**src/rtl/lvds_ser_pkg.sv**
```systemverilog
package lvds_ser_pkg;
  typedef struct packed {
    logic single_lane;
    logic narrow;
    logic long_strobe;
    logic lsb_first;
    logic q_first;
  } ser_cfg_t;
endpackage

```
**src/rtl/ser_ctrl.sv**
```systemverilog
module ser_ctrl
  import lvds_ser_pkg::*;
#(
  parameter int WORD_W   = 16,
  parameter int NARROW_W = 12,
  parameter int CNT_W    = 5
) (
  input  logic             clk_i,
  input  logic             rst_ni,
  input  logic             valid_i,
  input  ser_cfg_t         cfg_i,
  output logic             ready_o,
  output logic             load_o,
  output logic             busy_o,
  output logic [CNT_W-1:0] slot_o,
  output ser_cfg_t         cfg_o
);
  localparam logic [CNT_W:0] FULL_N = (CNT_W+1)'(WORD_W);
  localparam logic [CNT_W:0] SHORT_N = (CNT_W+1)'(NARROW_W);

  logic             busy_q;
  logic [CNT_W-1:0] slot_q;
  ser_cfg_t         cfg_q;
  logic [CNT_W:0]   base_n, last_slot;
  logic             at_last;

  always_comb begin
    base_n    = cfg_q.narrow ? SHORT_N : FULL_N;
    last_slot = (cfg_q.single_lane ? (base_n << 1) : base_n) - 1'b1;
    at_last   = busy_q && ({1'b0, slot_q} == last_slot);
  end

  assign ready_o = !busy_q || at_last;
  assign load_o  = valid_i && ready_o;

  always_ff @(posedge clk_i or negedge rst_ni) begin
    if (!rst_ni) begin
      busy_q <= 1'b0;
      slot_q <= '0;
      cfg_q  <= '0;
    end else if (load_o) begin
      busy_q <= 1'b1;
      slot_q <= '0;
      cfg_q  <= cfg_i;
    end else if (at_last) begin
      busy_q <= 1'b0;
      slot_q <= '0;
    end else if (busy_q) begin
      slot_q <= slot_q + 1'b1;
    end
  end

  assign busy_o = busy_q;
  assign slot_o = slot_q;
  assign cfg_o  = cfg_q;

  p_slot_in_range_r2: assert property (@(posedge clk_i) disable iff (!rst_ni)
    busy_q |-> ({1'b0, slot_q} <= last_slot));
endmodule

```
**src/rtl/ser_lane_mux.sv**
```systemverilog
module ser_lane_mux #(
  parameter int WORD_W   = 16,
  parameter int NARROW_W = 12,
  parameter int POS_W    = 4
) (
  input  logic [WORD_W-1:0] word_i,
  input  logic [POS_W-1:0]  idx_i,
  input  logic              narrow_i,
  input  logic              lsb_first_i,
  output logic              bit_o
);
  localparam logic [POS_W-1:0] SKIP    = POS_W'(WORD_W - NARROW_W);
  localparam logic [POS_W-1:0] TOP_POS = POS_W'(WORD_W - 1);

  logic [POS_W-1:0] pos;

  always_comb begin
    if (lsb_first_i) pos = narrow_i ? SKIP + idx_i : idx_i;
    else             pos = TOP_POS - idx_i;
    bit_o = word_i[pos];
  end
endmodule

```
**src/rtl/ser_strobe.sv**
```systemverilog
module ser_strobe #(
  parameter int WORD_W   = 16,
  parameter int NARROW_W = 12,
  parameter int CNT_W    = 5
) (
  input  logic             busy_i,
  input  logic [CNT_W-1:0] slot_i,
  input  logic             single_lane_i,
  input  logic             narrow_i,
  input  logic             long_i,
  output logic             strobe_o
);
  localparam logic [CNT_W:0] FULL_N = (CNT_W+1)'(WORD_W);
  localparam logic [CNT_W:0] SHORT_N = (CNT_W+1)'(NARROW_W);

  logic [CNT_W:0] base_n, high_len;

  always_comb begin
    base_n   = narrow_i ? SHORT_N : FULL_N;
    high_len = single_lane_i ? base_n : (base_n >> 1);
    if (long_i) strobe_o = busy_i && ({1'b0, slot_i} < high_len);
    else        strobe_o = busy_i && (slot_i == '0);
  end
endmodule

```
**src/rtl/lvds_iq_serializer.sv**
```systemverilog
module lvds_iq_serializer
  import lvds_ser_pkg::*;
#(
  parameter int WORD_W   = 16,
  parameter int NARROW_W = 12
) (
  input  logic              clk_i,
  input  logic              rst_ni,
  input  logic              single_lane_i,
  input  logic              narrow_i,
  input  logic              long_strobe_i,
  input  logic              lsb_first_i,
  input  logic              q_first_i,
  input  logic              in_valid_i,
  output logic              in_ready_o,
  input  logic [WORD_W-1:0] i_word_i,
  input  logic [WORD_W-1:0] q_word_i,
  output logic              lane_i_o,
  output logic              lane_q_o,
  output logic              strobe_o
);
  localparam int CNT_W = $clog2(2 * WORD_W);
  localparam int POS_W = $clog2(WORD_W);
  localparam int NUM_LANES = 2;
  localparam logic [CNT_W:0] FULL_N = (CNT_W+1)'(WORD_W);
  localparam logic [CNT_W:0] SHORT_N = (CNT_W+1)'(NARROW_W);

  ser_cfg_t         cfg_in, cfg_q;
  logic             load, busy;
  logic [CNT_W-1:0] slot;
  logic [WORD_W-1:0] i_q, q_q;

  assign cfg_in = '{single_lane: single_lane_i, narrow: narrow_i,
                    long_strobe: long_strobe_i, lsb_first: lsb_first_i,
                    q_first: q_first_i};

  ser_ctrl #(.WORD_W(WORD_W), .NARROW_W(NARROW_W), .CNT_W(CNT_W)) i_ctrl (
    .clk_i   (clk_i),
    .rst_ni  (rst_ni),
    .valid_i (in_valid_i),
    .cfg_i   (cfg_in),
    .ready_o (in_ready_o),
    .load_o  (load),
    .busy_o  (busy),
    .slot_o  (slot),
    .cfg_o   (cfg_q)
  );

  always_ff @(posedge clk_i or negedge rst_ni) begin
    if (!rst_ni) begin
      i_q <= '0;
      q_q <= '0;
    end else if (load) begin
      i_q <= i_word_i;
      q_q <= q_word_i;
    end
  end

  // single lane: slots past the first word index into the second word
  logic [CNT_W:0] base_n, slot_ext, idx0;
  logic           in_second;
  logic [WORD_W-1:0] lane_word [NUM_LANES];
  logic [POS_W-1:0]  lane_idx  [NUM_LANES];
  logic [NUM_LANES-1:0] lane_bit;

  always_comb begin
    base_n    = cfg_q.narrow ? SHORT_N : FULL_N;
    slot_ext  = {1'b0, slot};
    in_second = cfg_q.single_lane && (slot_ext >= base_n);
    idx0      = in_second ? slot_ext - base_n : slot_ext;
    lane_word[0] = (cfg_q.single_lane && (cfg_q.q_first ^ in_second)) ? q_q : i_q;
    lane_idx[0]  = POS_W'(idx0);
    lane_word[1] = q_q;
    lane_idx[1]  = POS_W'(slot_ext);
  end

  for (genvar l = 0; l < NUM_LANES; l++) begin : g_lane
    ser_lane_mux #(.WORD_W(WORD_W), .NARROW_W(NARROW_W), .POS_W(POS_W)) i_mux (
      .word_i      (lane_word[l]),
      .idx_i       (lane_idx[l]),
      .narrow_i    (cfg_q.narrow),
      .lsb_first_i (cfg_q.lsb_first),
      .bit_o       (lane_bit[l])
    );
  end

  ser_strobe #(.WORD_W(WORD_W), .NARROW_W(NARROW_W), .CNT_W(CNT_W)) i_strobe (
    .busy_i        (busy),
    .slot_i        (slot),
    .single_lane_i (cfg_q.single_lane),
    .narrow_i      (cfg_q.narrow),
    .long_i        (cfg_q.long_strobe),
    .strobe_o      (strobe_o)
  );

  assign lane_i_o = busy && lane_bit[0];
  assign lane_q_o = busy && !cfg_q.single_lane && lane_bit[1];

  p_strobe_after_accept_r3: assert property (@(posedge clk_i) disable iff (!rst_ni)
    in_valid_i && in_ready_o |=> strobe_o);

  p_strobe_rise_source_r3: assert property (@(posedge clk_i) disable iff (!rst_ni)
    $rose(strobe_o) |-> $past(in_valid_i && in_ready_o));

  p_idle_quiet_r1: assert property (@(posedge clk_i) disable iff (!rst_ni)
    in_ready_o && !in_valid_i |=> !lane_i_o && !lane_q_o && !strobe_o);

  p_short_strobe_r8: assert property (@(posedge clk_i) disable iff (!rst_ni)
    strobe_o && !cfg_q.long_strobe |=> !strobe_o);

  p_single_q_silent_r7: assert property (@(posedge clk_i) disable iff (!rst_ni)
    cfg_q.single_lane |-> !lane_q_o);
endmodule

```
**config.mk**
```make
export PLATFORM = sky130hd
export DESIGN_NAME = lvds_iq_serializer
export DESIGN_NICKNAME = d
export VERILOG_FILES = /design/src/rtl/lvds_ser_pkg.sv /design/src/rtl/ser_ctrl.sv /design/src/rtl/ser_lane_mux.sv /design/src/rtl/ser_strobe.sv /design/src/rtl/lvds_iq_serializer.sv
export SDC_FILE = /design/constraint.sdc
export NUM_CORES = 1
export LEC_CHECK = 0
export BUFFER_PORTS_ARGS = -buffer_cell sky130_fd_sc_hd__buf_4
export CAP_MARGIN = 20
export CORE_MARGIN = 3
export CORE_UTILIZATION = 59
export DETAILED_ROUTE_END_ITERATION = 16
export PLACE_DENSITY = 0.91
export SLEW_MARGIN = 15
export SYNTH_ARGS = -nofsm -noshare
export SYNTH_HDL_FRONTEND = slang
export SYNTH_HIERARCHICAL = 1
export SYNTH_SLANG_ARGS = --single-unit
```
**constraint.sdc**
```tcl
create_clock -name clk_i -period 5.1 [get_ports clk_i]
set_clock_uncertainty 0.1 [all_clocks]
set_input_delay 0.51 -clock clk_i [delete_from_list [all_inputs] [get_ports clk_i]]
set_output_delay 0.51 -clock clk_i [all_outputs]
set_load 0.02 [all_outputs]
```
**Word level (Yosys, flattened, before mapping)**

Index checks and enable logic that the tools add are counted.

- Latch bits: 0
- RAM bits: 0
- Logic and storage cells: 56
- Memories kept: 0
- Input bits: 40
- Bits in read-only memories: 0
- Register bits: 43

- Magnitude comparators: 4
- Equality and inequality tests: 1
- Bitwise operators: 1
- Shifts and indexed selects: 0
- Multiplexer cells: 19
- Divide/modulo/power cells: 0
- Add/subtract/negate cells: 7
- Multipliers: 0
- Reduce and logical (&&, ||, !) cells: 15

Operator list:

| kind | count |
|---|---|
| 2-to-1 mux 5 bit | 5 |
| 2-to-1 mux 4 bit | 5 |
| 2-to-1 mux 16 bit | 1 |
| less-than comparator 4 x 5 -> 1 bit (second input constant) | 2 |
| logical AND 1 bit | 9 |
| adder 3 x 4 -> 4 bit (first input constant) | 2 |
| binary-select mux 1 bit (select 4 bit) | 2 |
| subtractor 4 bit (first input constant) | 2 |
| == test 5 x 6 -> 1 bit | 1 |
| less-than comparator 5 x 6 -> 1 bit | 1 |
| 2-to-1 mux 6 bit | 1 |
| subtractor 6 x 1 -> 6 bit (second input constant) | 1 |
| adder 5 x 1 -> 5 bit (second input constant) | 1 |
| greater-or-equal comparator 5 bit | 1 |
| logical NOT 5 bit | 1 |
| 2-to-1 mux 1 bit | 5 |
| subtractor 4 bit | 1 |
| nonzero test 3 bit | 1 |
| logical NOT 1 bit | 2 |
| nonzero test 2 bit | 1 |
| logical OR 1 bit | 1 |
| bitwise XOR 1 bit | 1 |

**Depth between registers and ports, before layout**

Gate-level depths: netlist of run 1.

- Depth in word-level cells: 10
- Depth in mapped cells: 14
- Mapped depth without buffers: 12

**By module**

The synthesis of run 1 kept the hierarchy.

By module, submodules not included:

| module | instances | cells each | area each (um^2) | sequential area each (um^2) |
|---|---|---|---|---|
| lvds_iq_serializer | 1 | 172 | 1878.1 | 800.8 |
| ser_lane_mux | 2 | 44 | 385.4 | 0.0 |
| ser_ctrl | 1 | 52 | 564.3 | 275.3 |
| ser_strobe | 1 | 18 | 137.6 | 0.0 |

**Least setup slack after synthesis of run 1**

Ideal clock, no wire load.

- Path kind: flip-flop to output port
- Start: register i_ctrl/cfg_o[3] (netlist name)
- End: output port lane_i_o
- Arrival time: 3.302 ns
- Path slack: 1.188 ns
- Path buffers: 2
- Stages on the path, launching flop included: 14
- Path through: dfrtp_1 inv_1 ha_1 and4bb_4 or4_4 buf_6 buf_8 nand4_1 o211ai_1 mux4_1 nor4bb_1 a21oi_1 o221ai_1 and2_1

RTL lines:

| item | line | source |
|---|---|---|
| end: declaration | lvds_iq_serializer.sv:18 | `output logic lane_i_o,` |

==> impl_metrics.tcl, run 1 <==
set metrics [dict create \
    status "complete, no violations" \
    dpl.hpwl_mm 5.30 \
    cts.htree.levels 2 \
    sequential_to_total_area_share_from_yosys_stat_pct 32.1 \
    core_area_um2 5300 \
    grt_start_max_net_pins 44 \
    synth_commonest_cells "dfrtp_1, mux2_2, nand2_1, nand4_1" \
    critical_path_peak_fanout 33 \
    num_rows 26 \
    synth-async-reset-ratio_pct 100 \
    cts-buffers-inserted 5 \
    final_period_minus_worst_setup_slack_ns 4.70 \
    globalRouteMet1Util_pct 33.2 \
    slowest_delay_ns 0.65 \
    hold_viol_final 0 \
    grt-ovfl-total 0 \
    clock-root-buffer "clkbuf_8" \
    syn_nets 379 \
    crit_required_ns 4.49 \
    worst-slew-pin-transition_ns 0.918 \
    hp-class "input pin to asynchronous set/reset pin" \
    final_max_slew_viol_count 0 \
    boundaryPins 44 \
    synthesis.area_per_instance_um2 10.2 \
    post-route-period-util_pct 92.2 \
    drtIter0Drc 318 \
    grt_util_all_layers_pct 23.9 \
    floorplan.initialDensity_pct 63.2 \
    setup.worst_path.class "flip-flop to output pin" \
    netlist-cell-type-count 54 \
    crit_family "compound AO/OA/AOI/OAI gates" \
    final_nets 411 \
    worst_hold_slack_after_final_layout_ns 0.0907 \
    final_antenna_net_count 0 \
    cts.sinks 43 \
    die-area_um2 6620 \
    vias 2851 \
    die_height_um 81.4 \
    route.detailed.wl_per_inst_um 17.6 \
    grt_use_met3_pct 4.32 \
    grt_first_pass_wirelength_mm 12.5 \
    maxClockFrequency_mhz 213 \
    p_per_area_nw_per_um2 698 \
    postSynthCellCount 330 \
    postLayoutCoreUtil_pct 70.1 \
    netlist_top_cells_area "dfrtp_1, mux2_2, mux4_1" \
    worst_ir_drop_vdd_mv 0.365 \
    worstSetupStartpointType "flip-flop" \
    synth_most_common_cell "dfrtp_1" \
    timing.slew.headroom_pct 38.8 \
    routed_via_density 6.60 \
    antenna_cells 0 \
    cts_max_path_buffers 2 \
    detailedRoute.firstPassIterationCount 5 \
    synth_enable_flop_cells 0 \
    power.total_mw 2.60 \
    fillCellCount 385 \
    yosys.area.top_type "dfrtp_1" \
    critical_path_arrival_ns 4.09 \
    layout-drive-gt1-share_pct 29.6 \
    p_leak_nw 1.58 \
    ys.warnings.count 6 \
    post-cts-setup-buffer-count 0 \
    post-route-drc-count 0 \
    setup.worst_path.end_class "output pin" \
    synth-main-ff-cell "dfrtp_1" \
    tns_ns 0 \
    wl_mm 7.59 \
    die_width_um 81.4 \
    rsz0062_at_grt "false" \
    cp_num_buf_inv 1 \
    worstPathCellList "ha_1 > or3b_1 > a311o_2 > nand4_1 > o211ai_1 > mux4_1 > nor2_1 > a31oi_1 > a21oi_1 > o221ai_1 > and2_1 > buf_4" \
    area_delta_synth_final_pct 10.9 \
    grt_util_met2_pct 39.0 \
    netlist_area_um2 3350 \
    setup-violations-final 0 \
    slack_of_the_critical_path_ns 0.400 \
    worst_setup_hold_path_clk_slew_ns 0.08 \
    number_of_antenna_violations_at_the_first_check_in_global_routing 0 \
    yosys.area.top_type_share_pct 32.1 \
    cap_viol_max_count 0 \
    cts_tree "built" \
    ys_seq_elements 43 \
    slowest_stage "dfrtp_1" \
    finalWeightedCongestion 0.880 \
    grt-busiest-layer "met2" \
    grt_pass1_vias 2606 \
    cts_resized 0 \
    clk-insertion-delay-late_ns 0.30 \
    place_ws_ns 0.827 \
    cts.hold.buffers_added 0 \
    numPortBuffers 43 \
]
-- per-stage QoR --
step | instance area [um2] | std cells
detailed placement | 3620 | 424
global route | 3720 | 432
global placement | 3620 | 424
floorplan | 3350 | 330
CTS | 3710 | 431
finish | 3720 | 432
-- flip-flops by register name, indices dropped and copies added, names as in the netlist --
register / flops
i_ctrl/cfg_o: 5
i_q: 16
i_ctrl/slot_o: 5
q_q: 16
i_ctrl/busy_o: 1
-- logic make-up after synthesis --
| family | share of synthesized area (%) |
|---|---|
| flops | 32.1 |
| simple gates | 18.7 |
| buf+inv | 7.28 |
| mux | 23.7 |
| fa+ha+maj | 3.36 |
| xor+xnor | 1.57 |
| compound gates | 13.3 |
-- worst paths after layout --
check | startpoint | end | slack (ns) | cells after the start
setup / recovery | i_ctrl/cfg_o[3]$_DFFE_PN0P_ | lane_i_o | 0.40 | 12
hold / removal | rst_ni | i_ctrl/cfg_o[3]$_DFFE_PN0P_ | 0.09 | 1
setup reg to reg | i_ctrl/cfg_o[4]$_DFFE_PN0P_ | i_q[10]$_DFFE_PN0P_ | 2.23 | 5
hold reg to reg | i_q[11]$_DFFE_PN0P_ | i_q[11]$_DFFE_PN0P_ | 0.42 | 1
max in group asynchronous | rst_ni | i_q[6]$_DFFE_PN0P_ | 4.44 | 1
min in group clk_i | lsb_first_i | i_ctrl/cfg_o[1]$_DFFE_PN0P_ | 0.33 | 2
-- metal layers --
metal | part of all wire, % | vias to the layer above
met5 | 0 | -
met4 | 1.4 | 0
met3 | 7.7 | 11
met2 | 49 | 121
met1 | 42 | 1389
li1 | - | 1330
-- cell type report --
class	count	area [um2]	area share (%)
clock inverter	1	5.00	0.135
tap	70	87.6	2.36
clock buffer	6	82.6	2.22
sequential	43	1080	28.9
timing repair buffer	50	375	10.1
inverter	16	60.1	1.62
multi-input combinational	246	2030	54.6
-- cell usage in the layout (no fill, tap or decap), types with 6 or more instances in the layout --
cell type	n
dfrtp_1	43
clkbuf_8	6
buf_4	50
nand2_1	32
inv_1	15
nand3b_1	6
nand3_1	7
mux4_1	8
o21ai_0	10
nor2_1	15
mux2i_1	11
o211ai_1	16
ha_1	9
nand4_1	32
mux2_2	37
-- power by group --
group	internal (mW)	switching, mW
Combinational	0.774	0.820
Clock	0.106	0.117
Sequential	0.497	0.280
Total	1.38	1.22
Note: power is estimated with default switching activity, not from simulation.
==> inputs of run 2 (changes only) <==
--- a/config.mk
+++ b/config.mk
@@ -8,11 +8,11 @@
 export BUFFER_PORTS_ARGS = -buffer_cell sky130_fd_sc_hd__buf_4
 export CAP_MARGIN = 20
 export CORE_MARGIN = 3
-export CORE_UTILIZATION = 59
+export CORE_UTILIZATION = 56
 export DETAILED_ROUTE_END_ITERATION = 16
-export PLACE_DENSITY = 0.91
+export GPL_TIMING_DRIVEN = 0
+export PLACE_DENSITY = 0.9
 export SLEW_MARGIN = 15
 export SYNTH_ARGS = -nofsm -noshare
 export SYNTH_HDL_FRONTEND = slang
-export SYNTH_HIERARCHICAL = 1
 export SYNTH_SLANG_ARGS = --single-unit
==> impl_metrics.tcl, run 2 <==
set metrics [dict create \
    highest-signal-layer "met4" \
    worst_ir_drop_vdd_mv 0.318 \
    dpl.hpwl_mm 3.96 \
    synth-async-reset-ratio_pct 100 \
    antenna_cells 0 \
    clock-root-buffer "clkbuf_8" \
    met3RoutedLength_um 179 \
    slowest_stage "dfrtp_1" \
    layout.cells.most_common "buf_4" \
    routed_via_density 5.75 \
    synth_enable_flop_cells 0 \
    worst_setup_hold_path_clk_slew_ns 0.08 \
    placed_area_um2 2990 \
    final_antenna_net_count 0 \
    maxClockFrequency_mhz 271 \
    critical_path_arrival_ns 3.08 \
    route.detailed.wl_per_inst_um 17.6 \
    largest_regs "i_q: 16 flops, q_q: 16 flops" \
    cts.htree.levels 2 \
    die_height_um 74.1 \
    crit_required_ns 4.49 \
    boundaryPins 44 \
    worst-slew-pin-transition_ns 0.937 \
    syn_nets 245 \
    post-route-period-util_pct 72.3 \
    yosys.area.top_type_share_pct 41.4 \
    clk-insertion-delay-late_ns 0.29 \
    timing.slew.headroom_pct 37.1 \
    synth-main-ff-cell "dfrtp_1" \
    grt_start_max_net_pins 44 \
    setup.worst_path.end_class "output pin" \
    area_delta_synth_final_pct 19.0 \
    ys_seq_elements 43 \
    slowest_delay_ns 0.53 \
    tns_ns 0 \
    post-cts-setup-buffer-count 0 \
    dr_wl_met2_mm 2.71 \
    drtIter0Drc 68 \
    slack_of_the_critical_path_ns 1.41 \
    most-common-layout-cells "buf_4, dfrtp_1, mux2_4, ha_1, inv_1" \
    synthesis.area_per_instance_um2 13.5 \
    hold_viol_final 0 \
    cts.sinks 43 \
    wl_mm 5.19 \
    die-area_um2 5490 \
    grt_pass1_vias 1751 \
    worst-r2r-setup-slack_ns 2.17 \
    floorplan.initialDensity_pct 58.9 \
    cts_tree "built" \
    number_of_antenna_violations_at_the_first_check_in_global_routing 0 \
    timing.rr.start "i_ctrl.cfg_o[3]$_DFFE_PN0P_" \
    worstSetupStartpointType "flip-flop" \
    cts_resized 0 \
    grt_first_pass_wirelength_mm 8.31 \
    ys.warnings.count 0 \
    final_period_minus_worst_setup_slack_ns 3.69 \
    post-route-drc-count 0 \
    final_nets 295 \
    p_leak_nw 1.56 \
    final_max_slew_viol_count 0 \
    postSynthCellCount 192 \
    netlist_area_um2 2600 \
    synth_commonest_cells "dfrtp_1, mux2_4, ha_1" \
    timing.reg2reg.worst_path_depth 8 \
    layout-drive-gt1-share_pct 43.4 \
    rsz0062_at_grt "false" \
    cts-buffers-inserted 5 \
    num_rows 24 \
    fin_area_um2 3090 \
    grt_util_all_layers_pct 20.3 \
    sequential_to_total_area_share_from_yosys_stat_pct 41.4 \
    netlist-cell-type-count 36 \
    netlist_top_cells_area "dfrtp_1, mux2_4, ha_1" \
    wl_met1_mm 2.22 \
    power.total_mw 2.31 \
    hp-class "input pin to asynchronous set/reset pin" \
    setup-violations-final 0 \
    finalWeightedCongestion 0.848 \
    worst_hold_slack_after_final_layout_ns 0.0812 \
    place_ws_ns 1.77 \
    cts_max_path_buffers 2 \
    critical_path_peak_fanout 9 \
    synth_most_common_cell "dfrtp_1" \
    grt-ovfl-total 0 \
    yosys.area.top_type "dfrtp_1" \
    status "complete, no violations" \
    numPortBuffers 43 \
    die_width_um 74.1 \
    worst_r2r_endpoint "i_q[2]$_DFFE_PN0P_" \
    worstPathCellList "inv_1 > ha_1 > nand4_1 > nor2b_1 > a221oi_1 > a221oi_4 > mux2i_1 > mux2_2 > o2bb2ai_2 > buf_4" \
    core_area_um2 4410 \
    setup.worst_path.class "flip-flop to output pin" \
    p_per_area_nw_per_um2 748 \
    cap_viol_max_count 0 \
    cts.hold.buffers_added 0 \
    detailedRoute.firstPassIterationCount 4 \
    vias 1691 \
]
[run 2: changes by cell type after synthesis, sizes merged, moves of 4 or more]
cell	change
nand3b	-6
o21ai	-8
nor2	-11
nand2	-21
xnor2	+5
a31oi	-5
nand4	-31
o211ai	-17
ha	+4
inv	-4
buf	-12
clkbuf	-8
nand3	-5
[run 2: how the worst max path moves through the flow]
stage | startpoint | endpoint | slack, ns | cells past startpoint
after floorplan | i_ctrl.cfg_o[3]$_DFFE_PN0P_ | lane_i_o | 2.14 | 9
after global placement | i_ctrl.cfg_o[3]$_DFFE_PN0P_ | lane_i_o | 1.79 | 10
after detailed placement | i_ctrl.cfg_o[3]$_DFFE_PN0P_ | lane_i_o | 1.77 | 10
after CTS | i_ctrl.cfg_o[3]$_DFFE_PN0P_ | lane_i_o | 1.43 | 10
after global routing | i_ctrl.cfg_o[3]$_DFFE_PN0P_ | lane_i_o | 1.24 | 10
final | i_ctrl.cfg_o[3]$_DFFE_PN0P_ | lane_i_o | 1.41 | 10
[run 2: where the power goes]
part	switching [mW]	leakage, nW	internal (mW)
Sequential	0.138	0.525	0.506
Clock	0.114	0.0502	0.143
Combinational	0.638	0.986	0.776
[run 2: kinds of logic (layout without fill, tap and decap cells)]
logic type      after synthesis  after routing  synth area share [%]
mux                          55             55                  31.5
flops                        43             43                  41.4
compound gates               28             28                  8.57
simple gates                 28             28                  5.49
buf+inv                      17             67                  3.76
fa+ha+maj                    13             13                  6.26
xor+xnor                      8              8                  2.99
[run 2: worst max-delay path: cells and delay by family, from the launching register on]
| kind | cells | cell delay, ns |
|---|---|---|
| buf+inv | 2 | 0.34 |
| compound gates | 3 | 0.66 |
| simple gates | 2 | 0.43 |
| mux | 2 | 0.43 |
| flops | 1 | 0.53 |
| fa+ha+maj | 1 | 0.39 |
[run 2: cell type report]
cell class / instances / area, um2
buffer: 5 / 52.6
clock buffer: 5 / 68.8
clock inverter: 2 / 37.5
fill: 302 / 1320
inverter: 12 / 45.0
multi-input combinational: 132 / 1430
sequential: 43 / 1080
tap: 52 / 65.1
timing repair buffer: 43 / 323
[run 2: stage by stage]
stage | utilization [%] | instances
CTS | 70.1 | 294
global placement | 67.7 | 287
floorplan | - | 192
detailed placement | 67.7 | 287
finish | 70.1 | 294
global route | 70.1 | 294
[run 2: routing by layer]
| metal | GRT usage (%) | vias up |
|---|---|---|
| met3 | 4.32 | 11 |
| li1 | - | 792 |
| met1 | 25.8 | 852 |
| met5 | 0 | - |
| met2 | 34.8 | 36 |
| met4 | 6.24 | 0 |
==> inputs of run 3 (changes only) <==
==> constraint.sdc (replaced) <==
create_clock -name clk_i -period 3.8 [get_ports clk_i]
set_clock_uncertainty 0.1 [all_clocks]
set_input_delay 0.38 -clock clk_i [delete_from_list [all_inputs] [get_ports clk_i]]
set_output_delay 0.38 -clock clk_i [all_outputs]
set_load 0.02 [all_outputs]
==> impl_metrics.tcl, run 3 (synthesis results as in run 2) <==
set metrics [dict create \
    status "complete, no violations" \
    sequentialPowerShare_pct 27.8 \
    post-route-period-util_pct 93.6 \
    p_leak_nw 1.56 \
    highest-signal-layer "met4" \
    fin_area_um2 3100 \
    detailedRoute.firstPassIterationCount 4 \
    hp-class "input pin to flip-flop" \
    drtIter0Drc 58 \
    critical_path_peak_fanout 9 \
    grt_util_all_layers_pct 20.3 \
    timing.rr.start "i_ctrl.cfg_o[3]$_DFFE_PN0P_" \
    die-area_um2 5490 \
    clock-root-buffer "clkbuf_8" \
    final_max_slew_viol_count 0 \
    tns_ns 0 \
    largest_regs "i_q: 16 flops, q_q: 16 flops" \
    met3RoutedLength_um 171 \
    hold-path-endpoint "i_q[3]$_DFFE_PN0P_" \
    crit_required_ns 3.32 \
    cts_tree "built" \
    final_nets 296 \
    min-delay-start "i_word_i[3]" \
    core_area_um2 4410 \
    placed_area_um2 2990 \
    total_switching_power_mw 1.19 \
    power.combinational.fraction_pct 61.1 \
    route.detailed.wl_per_inst_um 17.6 \
    dpl.hpwl_mm 3.96 \
    cts.hold.buffers_added 1 \
    worst-slew-pin-transition_ns 0.930 \
    grt_first_pass_wirelength_mm 8.31 \
    grt-ovfl-total 0 \
    numPortBuffers 43 \
    maxClockFrequency_mhz 281 \
    post-cts-setup-buffer-count 0 \
    setup-violations-final 0 \
    most-common-layout-cells "buf_4, dfrtp_1, mux2_4, ha_1, inv_1" \
    grt_pass1_vias 1751 \
    p_per_area_nw_per_um2 1000 \
    post-route-drc-count 0 \
    worstSetupStartpointType "flip-flop" \
    wl_met1_mm 2.24 \
    dr_wl_met2_mm 2.71 \
    sequential_cell_area_um2 1080 \
    layout-drive-gt1-share_pct 43.2 \
    share_clk_of_total_power_pct 11.1 \
    postLayoutCoreUtil_pct 70.3 \
    floorplan.initialDensity_pct 58.9 \
    boundaryPins 44 \
    area_delta_synth_final_pct 19.4 \
    worst-r2r-setup-slack_ns 0.87 \
    power.total_mw 3.11 \
    finalWeightedCongestion 0.848 \
    cts_resized 0 \
    grt_start_max_net_pins 44 \
    combined_area_of_the_multi_input_logic_cells_um2 1430 \
    number_of_antenna_violations_at_the_first_check_in_global_routing 0 \
    min_path_cells 2 \
    slowest_stage "dfrtp_1" \
    fillCellCount 301 \
    worst_ir_drop_vdd_mv 0.426 \
    setup.worst_path.class "flip-flop to output pin" \
    cts.htree.levels 2 \
    worstPathCellList "inv_1 > ha_1 > nand4_1 > nor2b_1 > a221oi_1 > a221oi_4 > mux2i_1 > mux2_2 > o2bb2ai_2 > buf_4" \
    routed_via_density 5.72 \
    worst_r2r_endpoint "i_q[2]$_DFFE_PN0P_" \
    layout.cells.most_common "buf_4" \
    timing.slew.headroom_pct 37.6 \
    slowest_delay_ns 0.53 \
    hold_viol_final 0 \
    timing.reg2reg.worst_path_depth 8 \
    cts-buffers-inserted 5 \
    num_rows 24 \
    die_width_um 74.1 \
    power.share.switching_pct 38.4 \
    cp_num_buf_inv 2 \
    setup.worst_path.end_class "output pin" \
    clk-insertion-delay-late_ns 0.29 \
    rsz0062_at_grt "false" \
    antenna_cells 0 \
    wl_mm 5.20 \
    cellInternalPower_mw 1.91 \
    vias 1688 \
    cap_viol_max_count 0 \
    cts_max_path_buffers 2 \
    final_antenna_net_count 0 \
    crit_family "compound AO/OA/AOI/OAI gates" \
    die_height_um 74.1 \
    worst_setup_hold_path_clk_slew_ns 0.08 \
    final_period_minus_worst_setup_slack_ns 3.56 \
    critical_path_arrival_ns 3.08 \
    cts.sinks 43 \
]
==> run 3: cell count changes in the layout (fill, tap and decap cells not counted) <==
cell	change
dlygate4sd3_1	+1
==> run 3: final cells by class <==
cell class	count	share of cell area [%]
Multi-Input combinational cell	132	45.9
Sequential cell	43	34.7
Timing Repair Buffer	44	10.7
Clock buffer	5	2.22
Tap cell	52	2.10
Buffer	5	1.69
Inverter	12	1.45
Clock inverter	2	1.21
==> run 3: worst max path at each step <==
stage,cells after the start,end,slack [ns],from
floorplan,9,lane_i_o,0.97,i_ctrl.cfg_o[3]$_DFFE_PN0P_
global placement,10,lane_i_o,0.62,i_ctrl.cfg_o[3]$_DFFE_PN0P_
detailed placement,10,lane_i_o,0.60,i_ctrl.cfg_o[3]$_DFFE_PN0P_
CTS,10,lane_i_o,0.26,i_ctrl.cfg_o[3]$_DFFE_PN0P_
global route,10,lane_i_o,0.07,i_ctrl.cfg_o[3]$_DFFE_PN0P_
finish,10,lane_i_o,0.24,i_ctrl.cfg_o[3]$_DFFE_PN0P_
==> run 3: per-layer routing <==
| layer | up-vias | global-route usage [%] |
|---|---|---|
| met1 | 847 | 25.8 |
| met2 | 36 | 34.8 |
| met4 | 0 | 6.24 |
| met5 | - | 0 |
| li1 | 794 | - |
| met3 | 11 | 4.32 |
==> run 3: stage by stage <==
| stage | hold slack [ns] | instances | worst slack (ns) |
|---|---|---|---|
| after floorplan | -0.0156 | 192 | 0.967 |
| after global placement | 0.294 | 287 | 0.623 |
| after detailed placement | 0.299 | 287 | 0.602 |
| after CTS | 0.204 | 295 | 0.260 |
| after global routing | 0.204 | 295 | 0.0702 |
| final | 0.209 | 295 | 0.243 |
==> run 3: power groups by stage <==
stage,logic [mW],clock network [mW],registers (mW)
after global routing,2.06,0.368,0.892
after CTS,1.91,0.351,0.862
after global placement,1.84,0,0.851
after floorplan,1.53,0,0.800
final,1.90,0.345,0.863
after detailed placement,1.90,0,0.870
